### config.mk
export PLATFORM = sky130hd
export DESIGN_NAME = subword_minmax_alu
export DESIGN_NICKNAME = d
export VERILOG_FILES = /design/src/rtl/swmm_pkg.sv /design/src/rtl/swmm_operand_unit.sv /design/src/rtl/swmm_select_unit.sv /design/src/rtl/swmm_post_unit.sv /design/src/rtl/subword_minmax_alu.sv
export SDC_FILE = /design/constraint.sdc
export NUM_CORES = 1
export LEC_CHECK = 0
export BUFFER_PORTS_ARGS = -buffer_cell sky130_fd_sc_hd__buf_2
export CAP_MARGIN = 40
export CORE_ASPECT_RATIO = 0.7
export CORE_UTILIZATION = 51
export DETAILED_ROUTE_END_ITERATION = 10
export GPL_ROUTABILITY_DRIVEN = 0
export PLACE_DENSITY_LB_ADDON = 0.05
export SLEW_MARGIN = 10
export SYNTH_ARGS = -nofsm -noshare
export SYNTH_HDL_FRONTEND = slang
export SYNTH_SLANG_ARGS = --single-unit
### constraint.sdc
create_clock -name clk -period 12.9 [get_ports clk]
set_clock_uncertainty 0.2 [all_clocks]
set_input_delay 0.645 -clock clk [delete_from_list [all_inputs] [get_ports clk]]
set_output_delay 0.645 -clock clk [all_outputs]
set_load 0.05 [all_outputs]
### src/rtl/swmm_pkg.sv
package swmm_pkg;

  localparam int IMM_W = 20;

  // instruction field positions (the operation is defined by them)
  localparam int A_SEL_LO  = 36;
  localparam int A_WID_LO  = 37;
  localparam int B_SEL_LO  = 28;
  localparam int B_WID_LO  = 29;
  localparam int IMM_LO    = 16;
  localparam int A_SGN_BIT = 48;
  localparam int B_SGN_BIT = 49;
  localparam int B_REG_BIT = 50;
  localparam int POST_LO   = 51;
  localparam int DSGN_BIT  = 54;
  localparam int SAT_BIT   = 55;
  localparam int MAX_BIT   = 56;

  typedef enum logic [1:0] {
    LW_BYTE = 2'd0,
    LW_HALF = 2'd1,
    LW_WORD = 2'd2
  } lane_w_e;

  typedef enum logic [2:0] {
    PO_HI16 = 3'd0,
    PO_LO16 = 3'd1,
    PO_B0   = 3'd2,
    PO_B2   = 3'd3,
    PO_ADD  = 3'd4,
    PO_MIN  = 3'd5,
    PO_MAX  = 3'd6,
    PO_PASS = 3'd7
  } post_e;

  typedef struct packed {
    lane_w_e              a_w;
    logic [1:0]           a_sel;
    logic                 a_sgn;
    lane_w_e              b_w;
    logic [1:0]           b_sel;
    logic                 b_sgn;
    logic                 b_reg;
    logic [IMM_W-1:0]     imm;
    logic                 is_max;
    logic                 sat;
    logic                 dst_sgn;
    post_e                post;
  } op_dec_t;

  function automatic lane_w_e width_code(logic [1:0] code);
    case (code)
      2'd2:    return LW_HALF;
      2'd3:    return LW_WORD;
      default: return LW_BYTE;
    endcase
  endfunction

  function automatic logic [1:0] trim_sel(lane_w_e w, logic [1:0] raw);
    case (w)
      LW_HALF: return {1'b0, raw[0]};
      LW_WORD: return 2'd0;
      default: return raw;
    endcase
  endfunction

  function automatic op_dec_t decode_op(logic [63:0] iw);
    op_dec_t d;
    d.a_w     = width_code(iw[A_WID_LO +: 2]);
    d.a_sel   = trim_sel(d.a_w, iw[A_SEL_LO +: 2]);
    d.a_sgn   = iw[A_SGN_BIT];
    d.b_w     = width_code(iw[B_WID_LO +: 2]);
    d.b_sel   = trim_sel(d.b_w, iw[B_SEL_LO +: 2]);
    d.b_sgn   = iw[B_SGN_BIT];
    d.b_reg   = iw[B_REG_BIT];
    d.imm     = iw[IMM_LO +: IMM_W];
    d.is_max  = iw[MAX_BIT];
    d.sat     = iw[SAT_BIT];
    d.dst_sgn = iw[DSGN_BIT];
    d.post    = post_e'(iw[POST_LO +: 3]);
    return d;
  endfunction

endpackage

### src/rtl/swmm_operand_unit.sv
module swmm_operand_unit
  import swmm_pkg::*;
#(
  parameter int W = 32
) (
  input  logic [W-1:0]     word,
  input  lane_w_e          lw,
  input  logic [1:0]       sel,
  input  logic             sgn,
  input  logic             use_imm,
  input  logic [IMM_W-1:0] imm,
  output logic [W:0]       ext
);

  localparam int BY = 8;
  localparam int HW = 16;

  function automatic logic [W:0] lane_extend(logic [W-1:0] w, lane_w_e l,
                                             logic [1:0] s, logic sg);
    logic [W-1:0] sh;
    logic [W:0]   r;
    sh = w;
    case (l)
      LW_BYTE: begin
        sh = w >> {s, 3'b000};
        r  = {{(W+1-BY){sg & sh[BY-1]}}, sh[BY-1:0]};
      end
      LW_HALF: begin
        sh = w >> {s[0], 4'b0000};
        r  = {{(W+1-HW){sg & sh[HW-1]}}, sh[HW-1:0]};
      end
      default: r = {sg & w[W-1], w};
    endcase
    return r;
  endfunction

  function automatic logic [W:0] imm_extend(logic [IMM_W-1:0] v, logic sg);
    return {{(W+1-IMM_W){sg & v[IMM_W-1]}}, v};
  endfunction

  logic [W:0] lane_val;
  logic [W:0] imm_val;

  always_comb begin
    lane_val = lane_extend(word, lw, sel, sgn);
    imm_val  = imm_extend(imm, sgn);
    ext      = use_imm ? imm_val : lane_val;
  end

endmodule

### src/rtl/swmm_select_unit.sv
module swmm_select_unit #(
  parameter int W = 32
) (
  input  logic [W:0]   a_ext,
  input  logic [W:0]   b_ext,
  input  logic         a_sgn,
  input  logic         b_sgn,
  input  logic         is_max,
  output logic [W:0]   pick,
  output logic         res_sgn
);

  // both inputs are exact W+1 bit two's complement values
  function automatic logic a_greater(logic [W:0] a, logic [W:0] b);
    return $signed(a) > $signed(b);
  endfunction

  logic gt;

  always_comb begin
    gt      = a_greater(a_ext, b_ext);
    pick    = (is_max == gt) ? a_ext : b_ext;
    res_sgn = (a_sgn == b_sgn) ? a_sgn : !is_max;
  end

endmodule

### src/rtl/swmm_post_unit.sv
module swmm_post_unit
  import swmm_pkg::*;
#(
  parameter int W = 32
) (
  input  logic [W-1:0] res,
  input  logic         res_sgn,
  input  logic         sat_en,
  input  logic         dst_sgn,
  input  post_e        post,
  input  logic [W-1:0] c,
  output logic [W-1:0] sat_v,
  output logic [W-1:0] out
);

  localparam int H  = W / 2;
  localparam int BY = 8;
  localparam logic [W-1:0] SMAX = {1'b0, {(W-1){1'b1}}};

  function automatic logic less_than(logic [W-1:0] x, logic [W-1:0] y, logic sg);
    return sg ? ($signed(x) < $signed(y)) : (x < y);
  endfunction

  logic c_lt;

  always_comb begin
    sat_v = res;
    if (sat_en && res[W-1]) begin
      if (dst_sgn && !res_sgn)      sat_v = SMAX;
      else if (!dst_sgn && res_sgn) sat_v = '0;
    end
    c_lt = less_than(sat_v, c, dst_sgn);
    case (post)
      PO_HI16: out = {sat_v[H-1:0], c[H-1:0]};
      PO_LO16: out = {c[W-1:H], sat_v[H-1:0]};
      PO_B0:   out = {c[W-1:BY], sat_v[BY-1:0]};
      PO_B2:   out = {c[W-1:H+BY], sat_v[BY-1:0], c[H-1:0]};
      PO_ADD:  out = sat_v + c;
      PO_MIN:  out = c_lt ? sat_v : c;
      PO_MAX:  out = c_lt ? c : sat_v;
      default: out = sat_v;
    endcase
  end

endmodule

### src/rtl/subword_minmax_alu.sv
module subword_minmax_alu
  import swmm_pkg::*;
#(
  parameter int DATA_W  = 32,
  parameter int INSTR_W = 64
) (
  input  logic               clk,
  input  logic               rst,
  input  logic               in_valid,
  input  logic [INSTR_W-1:0] instr,
  input  logic [DATA_W-1:0]  opa,
  input  logic [DATA_W-1:0]  opb,
  input  logic [DATA_W-1:0]  opc,
  output logic               out_valid,
  output logic [DATA_W-1:0]  result
);

  op_dec_t           d;
  logic [DATA_W:0]   a_ext;
  logic [DATA_W:0]   b_ext;
  logic [DATA_W:0]   pick;
  logic              res_sgn;
  logic [DATA_W-1:0] sat_v;
  logic [DATA_W-1:0] post_v;

  always_comb d = decode_op(instr[63:0]);

  swmm_operand_unit #(.W(DATA_W)) u_opa (
    .word(opa), .lw(d.a_w), .sel(d.a_sel), .sgn(d.a_sgn),
    .use_imm(1'b0), .imm('0), .ext(a_ext)
  );

  swmm_operand_unit #(.W(DATA_W)) u_opb (
    .word(opb), .lw(d.b_w), .sel(d.b_sel), .sgn(d.b_sgn),
    .use_imm(!d.b_reg), .imm(d.imm), .ext(b_ext)
  );

  swmm_select_unit #(.W(DATA_W)) u_sel (
    .a_ext(a_ext), .b_ext(b_ext), .a_sgn(d.a_sgn), .b_sgn(d.b_sgn),
    .is_max(d.is_max), .pick(pick), .res_sgn(res_sgn)
  );

  swmm_post_unit #(.W(DATA_W)) u_post (
    .res(pick[DATA_W-1:0]), .res_sgn(res_sgn), .sat_en(d.sat),
    .dst_sgn(d.dst_sgn), .post(d.post), .c(opc),
    .sat_v(sat_v), .out(post_v)
  );

  always_ff @(posedge clk) begin
    if (rst) begin
      out_valid <= 1'b0;
      result    <= '0;
    end else begin
      out_valid <= in_valid;
      if (in_valid) result <= post_v;
    end
  end

  // the chosen operand bounds both inputs
  a_r5_max_upper: assert property (@(posedge clk) disable iff (rst)
    (in_valid && d.is_max) |->
      ($signed(pick) >= $signed(a_ext) && $signed(pick) >= $signed(b_ext)));

  a_r5_min_lower: assert property (@(posedge clk) disable iff (rst)
    (in_valid && !d.is_max) |->
      ($signed(pick) <= $signed(a_ext) && $signed(pick) <= $signed(b_ext)));

  // the winner is one of the inputs and fits the result signedness
  a_r6_pick_member: assert property (@(posedge clk) disable iff (rst)
    in_valid |-> (pick == a_ext || pick == b_ext));

  a_r6_fits_width: assert property (@(posedge clk) disable iff (rst)
    in_valid |-> (res_sgn ? (pick[DATA_W] == pick[DATA_W-1]) : !pick[DATA_W]));

  // a clamp across signedness never leaves the top bit set
  a_r7_sat_nonneg: assert property (@(posedge clk) disable iff (rst)
    (in_valid && d.sat && (d.dst_sgn != res_sgn)) |-> !sat_v[DATA_W-1]);

  // strobe timing and result hold
  a_r11_valid_next: assert property (@(posedge clk) disable iff (rst)
    in_valid |=> out_valid);

  a_r11_idle_hold: assert property (@(posedge clk) disable iff (rst)
    !in_valid |=> (!out_valid && $stable(result)));

endmodule

# [After elaboration in Yosys (flattened, before gate mapping)]
# Cells that the tools add are included.
[op_classes] n_eq_ne=16 shift=4 add_sub_neg=1 mux=16 reduce_logical=9 n_bitwise=7 magnitude_cmp=3
[op_table] operator="case mux 32 bit (7 select lines)" count=1
[op_table] operator="two-way mux 32 bit" count=6
[op_table] operator="case mux 33 bit (2 select lines)" count=2
[op_table] operator="less-than comparator 32 bit" count=2
[op_table] operator=">> shifter 32 x 5 -> 16 bit" count=2
[op_table] operator=">> shifter 32 x 5 -> 8 bit" count=2
[op_table] operator="> comparator 33 bit" count=1
[op_table] operator="two-way mux 33 bit" count=1
[op_table] operator="adder 32 bit" count=1
[op_table] operator="case mux 2 bit (2 select lines)" count=4
[op_table] operator="== test 2 bit, second input constant" count=6
[op_table] operator="== test 3 bit, second input constant" count=3
[op_table] operator="bitwise AND 1 bit" count=7
[op_table] operator="== test 3 x 2 -> 1 bit, second input constant" count=2
[op_table] operator="== test 2 x 1 -> 1 bit, second input constant" count=2
[op_table] operator="zero test 2 bit" count=2
[op_table] operator="== test 3 x 1 -> 1 bit, second input constant" count=1
[op_table] operator="logical AND 1 bit" count=3
[op_table] operator="zero test 1 bit" count=3
[op_table] operator="zero test 3 bit" count=1
[op_table] operator="== test 1 bit" count=2
[op_table] operator="two-way mux 1 bit" count=2
[word_totals] reg_bits=33 elab_cells=58 output_inout_bits=33 inputBits=163

# [Longest topological paths before layout]
[logic_depth] depth_word=18 depth_mapped=36 depth_no_buf=30

# [Cells and area by module]
# Synthesis repeated with hierarchy kept, for this count alone.
[hier_totals] hier_cells=1336 hier_area_um2=9419.0
[by_module_without_submodules] mod="swmm_post_unit" instances=1 cells_each=754 area_each_um2=4764.6
[by_module_without_submodules] mod="swmm_operand_unit" instances=2 cells_each=153 area_each_um2=997.2
[by_module_without_submodules] mod="swmm_select_unit" instances=1 cells_each=160 area_each_um2=1401.3
[by_module_without_submodules] mod="subword_minmax_alu" instances=1 cells_each=116 area_each_um2=1258.7

# [Worst setup path after synthesis]
# Ideal clock, no wire load.
[synth_path] path_type="in2reg" startpoint="input port instr[38]" endpoint="register result[31]" path_buffers=5 setup_slack_ns=4.377 path_stages=31 setup_ns=0.091 arrival_time_ns=8.232 path_cell_list="buf_2 -> and2_0 -> clkinv_1 -> clkbuf_1 -> clkbuf_1 -> ha_1 -> nor2b_1 -> mux2i_1 -> a2bb2oi_1 -> a21o_1 -> clkbuf_1 -> nor2_1 -> ha_1 -> nand4_1 -> nor4_1 -> a31oi_1 -> a21boi_1 -> o32ai_2 -> o21ai_0 -> nand2_2 -> buf_2 -> or3_1 -> ha_1 -> nand4_1 -> nor4_1 -> nor4b_1 -> o211a_1 -> o31ai_1 -> a21oi_1 -> or4b_1 -> a311oi_1"
[synth_between] elab_chain_len=17 word_cells_on_any_way=26 classes_between="1 x add/sub; 3 x order compare; 5 x eq/ne; 2 x shift; 11 x mux; 2 x bitwise; 2 x reduce/logical"
[synth_lines] element="start, declared" line_no="subword_minmax_alu.sv:10" rtl="input logic [INSTR_W-1:0] instr,"
[synth_lines] element="== test 2 bit" line_no="swmm_pkg.sv:52" rtl="case (code)"
[synth_lines] element="case mux 2 bit (2 select lines) (*)" line_no="swmm_pkg.sv:52"
[synth_lines] element="== test 2 bit or == test 2 x 1 -> 1 bit (tied branches)" line_no="swmm_pkg.sv:60, swmm_operand_unit.sv:23"
[synth_lines] element="case mux 2 bit (2 select lines)" line_no="swmm_pkg.sv:60" rtl="case (w)"
[synth_lines] element=">> shifter 32 x 5 -> 8 bit or >> shifter 32 x 5 -> 16 bit (tied branches)" line_no="swmm_operand_unit.sv:25, swmm_operand_unit.sv:29"
[synth_lines] element="bitwise AND 1 bit, on equally long branches" line_no="swmm_operand_unit.sv:26, swmm_operand_unit.sv:30"
[synth_lines] element="case mux 33 bit (2 select lines) (*)" line_no="swmm_operand_unit.sv:23" rtl="case (l)"
[synth_lines] element="> comparator 33 bit" line_no="swmm_select_unit.sv:15" rtl="return $signed(a) > $signed(b);"
[synth_lines] element="== test 1 bit" line_no="swmm_select_unit.sv:22" rtl="pick = (is_max == gt) ? a_ext : b_ext;"
[synth_lines] element="two-way mux 32 bit (*)" line_no="swmm_select_unit.sv:22"
[synth_lines] element="two-way mux 32 bit" line_no="swmm_post_unit.sv:30" rtl="else if (!dst_sgn && res_sgn) sat_v = '0;"
[synth_lines] element="two-way mux 32 bit" line_no="swmm_post_unit.sv:29" rtl="if (dst_sgn && !res_sgn) sat_v = SMAX;"
[synth_lines] element="two-way mux 32 bit (*)" line_no="swmm_post_unit.sv:28" rtl="if (sat_en && res[W-1]) begin"
[synth_lines] element="less-than comparator 32 bit" line_no="swmm_post_unit.sv:21" rtl="return sg ? ($signed(x) < $signed(y)) : (x < y);"
[synth_lines] element="two-way mux 1 bit" line_no="swmm_post_unit.sv:21"
[synth_lines] element="two-way mux 32 bit, on equally long branches" line_no="swmm_post_unit.sv:40, swmm_post_unit.sv:39"
[synth_lines] element="case mux 32 bit (7 select lines) (*)" line_no="swmm_post_unit.sv:33" rtl="case (post)"
[synth_lines] element="end signal, assigned" line_no="subword_minmax_alu.sv:55" rtl="if (in_valid) result <= post_v;"
[synth_lines] element="end, declared" line_no="subword_minmax_alu.sv:15" rtl="output logic [DATA_W-1:0] result"
# Every way passes the cells marked *; elsewhere a longest branch is shown, timed or not.
# A chain may end at the register's enable or synchronous reset.

# [Worst setup path in the final report]
[layout_path] startpoint="input port instr[38]" endpoint="register result[7]"
# The elaborated chain is that of the path after synthesis.

==> results <==
- The flow ran to the end, and the final reports show no timing, DRC or antenna violations.
- The clock drives 33 sinks.
- The post-synthesis sequential element count is 33.
- STA classifies the critical path endpoint as a register.
- In the layout the commonest cells are 164 x sky130_fd_sc_hd__buf_2, 134 x sky130_fd_sc_hd__nor2_1, 103 x sky130_fd_sc_hd__a21oi_1, 98 x sky130_fd_sc_hd__ha_1, 79 x sky130_fd_sc_hd__inv_1.
- The share of Yosys cell area claimed by the top area cell type is 14.9%.
- Summing all flip-flop and latch instances after layout gives 661 sq um.
- The maximum count of clock buffers along a single path is 2.
- Summing every instance area after synthesis gives 0.00822 sq mm.
- The most frequent cell on the critical path is sky130_fd_sc_hd__ha_1.
- The worst hold slack is 0.272 ns.
- The vertical die dimension is 108 um.
- The startpoint of the most critical register-to-register path is result[31].
- The H-tree depth is 2.
- The average wire length per cell after detail routing is 21.2 um.
- The startpoint type of the worst setup path is an input pin.
- The number of nets produced by synthesis is 1426.
- Along the worst path, the maximum fanout reaches 34.
- For the pin with the worst max-slew slack, the measured transition is 0.885 ns.
- The count of buffers inserted at the top-level ports is 163.
- The post-detailed-routing wire length is 31300 um.
- The part of the cycle the worst path needs is 81.0%.
- In this run the post-CTS setup repair buffer count came out at 0.
- The analysis attributes to cell leakage a power of 4.20 nW.
- Global routing used 37.1% of the available tracks across all layers.
- Setup repair after global routing left no endpoint under its margin.
- The number of setup violations in the final report is 0.
- The endpoint identified for the worst register-to-register timing path is result[31].
- After the first detailed-routing iteration, the DRC count stood at 1013.
- The min-delay analysis places its worst path in the category register to register.
- The power density normalized to cell area is 115 mW/mm^2.
- The filler cells instantiated in the layout total 1504.
- The count of cells along the worst hold path is 2.
- Counting flops with an async set or reset pin after synthesis yields a share of 0%.
- The worst min-delay path startpoint is result[0].
- The number of optimization iterations in the first detailed-route pass is 6.
- The residual overflow from global routing is 0.
- Once the clock tree was built, the resizer swapped 0 gates to a different size.
- The DRC violation count after routing is 0.
- In this run, distinct cell masters in the synthesized netlist total 90.
- The worst register-to-register path has a depth of 2.
- During synthesis, Yosys emitted a total of 0 warnings.
- The clock root buffer master is sky130_fd_sc_hd__clkbuf_16.
- The number of top-level pins is 196.
- The post-detailed-route via-to-cell ratio is 6.63.
- The part of the Yosys area used for sequential elements is 8.04%.
- The pin count of the biggest net entering global routing is 46.
- The number of hold-slack violations in the final timing report is 0.
- The worst setup path is of the input pin to register kind.
- The finished layout holds 1476 standard cells, fillers aside.
- The final critical path time including I/O delays and setup is 10.44 ns.
- The chip width is 154 um.
- For this run, the top clock speed supported by timing is 95.8 MHz.
- The worst voltage drop across the vdd grid is 0.0000679 V.
- The commonest non-fill, non-tap cell in the layout is sky130_fd_sc_hd__buf_2.
- In the final design database the tool counted 1538 nets.
- The via count of the first global-routing pass was 8641.
- The initial core utilization is 52.5%.
- The detailed-route via count is 9784.
- In the synthesized netlist the dominant register cell turns out to be sky130_fd_sc_hd__dfxtp_1.
- The number of antenna diodes in the final layout is 0.
- The wire length of the first global-routing pass is 48200 um.
- From synthesis to final layout, the design area changed by 11.9%.
- Detailed placement ended at an HPWL of 25000 um.
- After detailed placement, the design holds a cell count of 1469.
- The detail route stage leaves a number of antenna-violating nets equal to 0.
- The required time at the worst-slack endpoint is 12.89 ns.
- The setup check on the worst reg-to-reg path leaves a slack of 11.90 ns.
- The area of combinational cells with multiple inputs is 0.00697 sq mm.
- The die covers 0.0166 sq mm.
- Across the run, the number of max-cap violations was 0.
- The timing startpoint of the critical path is instr[38].
- The cell at the slowest stage of the critical path is sky130_fd_sc_hd__o32ai_2.
- After clock tree synthesis, the clock-pin slew on the worst setup and hold paths is 0.05 ns.
- For hold timing, the worst endpoint is result[0].
- Adding up every negative setup slack in the final design gives 0 ns.
- The post-synthesis cell count is 1164.
- After synthesis, the cell types taking the most area are sky130_fd_sc_hd__ha_1 15%, sky130_fd_sc_hd__dfxtp_1 8.0%, sky130_fd_sc_hd__a21oi_1 6.3%.
- The number of enable-type register cells in the synthesized netlist is 0.
- The critical path arrival is 10.44 ns.
- The count of final max-slew check failures is 0.
- The number of buffers inserted during clock tree synthesis is 5.
- For the worst-skew pair, the clock arrives at the later sink with an insertion delay of 0.28 ns.
- The per-instance average area after synthesis is 7.06 sq um.
- The fraction of the core area covered by cells at the end of the flow is 58.8%.
- The hold buffer count at cts is 0.
- The CTS tree is done.
- The floorplan has 38 rows.
- The share of layout cells above drive strength 1 is 18.6%.
- Headroom to the max-slew limit came out at 41.0%.
- The initial antenna violation count came to 0.
- The maximum single-stage delay on the critical path is 0.70 ns.
- The biggest area contributor in the post-synthesis netlist is sky130_fd_sc_hd__ha_1.
- The total area inside the core boundary comes to 0.0156 sq mm.
==> worst max-delay path: cells and delay by family <==
family | cells | cell delay (ns)
adders and majority gates | 3 | 1.41
buffers and inverters | 3 | 1.26
muxes | 1 | 0.31
AOI/OAI and AO/OA | 11 | 3.55
and+or+nand+nor | 11 | 3.21
==> how the worst max path moves through the flow <==
stage            endpoint  slack (ns)  cells past startpoint
2_1_floorplan  result[31]        4.38                     31
3_3_place_gp   result[26]        2.44                     30
3_5_place_dp    result[7]        2.50                     29
4_1_cts         result[7]        2.75                     29
5_1_grt         result[7]        1.89                     29
6_report        result[7]        2.46                     29
==> registers in the layout (all words and copies together), names as in the netlist <==
| name | cells |
|---|---|
| result | 32 |
| out_valid | 1 |
==> where the power goes <==
part	total, mW	internal [mW]	switching, mW
Sequential	0.120	0.114	0.00593
Clock	0.121	0.0758	0.0451
Combinational	0.816	0.300	0.515
Total	1.06	0.490	0.566
==> kinds of logic (layout without fill, tap and decap cells) <==
logic type / after synthesis / after routing / synth area share (%)
XOR/XNOR: 23 / 23 / 2.45
multiplexers: 50 / 50 / 7.23
buffers and inverters: 147 / 259 / 7.19
flip-flops: 33 / 33 / 8.04
AND/OR/NAND/NOR: 373 / 373 / 22.1
AO/OA/AOI/OAI: 439 / 439 / 37.8
adder cells (fa/ha/maj): 99 / 99 / 15.2
==> final cells by class <==
type | count | area share, %
inverters | 80 | 3.26
multi-input cells | 984 | 75.7
flip-flops and latches | 33 | 7.18
clock buffers | 7 | 1.55
well taps | 200 | 2.72
repair buffers | 172 | 9.53
==> metal layers <==
layer / part of all wire, % / routed length, um / vias to the layer above / global-route usage [%]
met1: 46 / 14500 / 4481 / 55.6
met2: 38 / 11900 / 625 / 51.3
met3: 14 / 4280 / 49 / 10.3
li1: - / - / 4629 / -
met4: 1.9 / 586 / 0 / 8.00
met5: 0 / 0 / - / 0
==> synthesized netlist by cell type (all sizes together) (20+ instances only) <==
cell / instances
ha: 98
o21ai: 71
clkbuf: 48
dfxtp: 33
inv: 79
o21a: 23
nor3: 40
a21oi: 104
xnor2: 20
nor2: 135
nand2: 72
o21bai: 26
mux2i: 29
a221oi: 27
==> per-stage QoR <==
step | power [mW] | setup slack, ns | area, sq um
6_report | 1.06 | 2.46 | 9200
5_1_grt | 1.13 | 1.89 | 9200
4_1_cts | 1.04 | 2.75 | 9200
3_5_place_dp | 0.909 | 2.50 | 9060
3_3_place_gp | 0.902 | 2.44 | 9040
2_1_floorplan | 0.709 | 4.38 | 8220
Note: power is estimated with default switching activity, not from simulation.
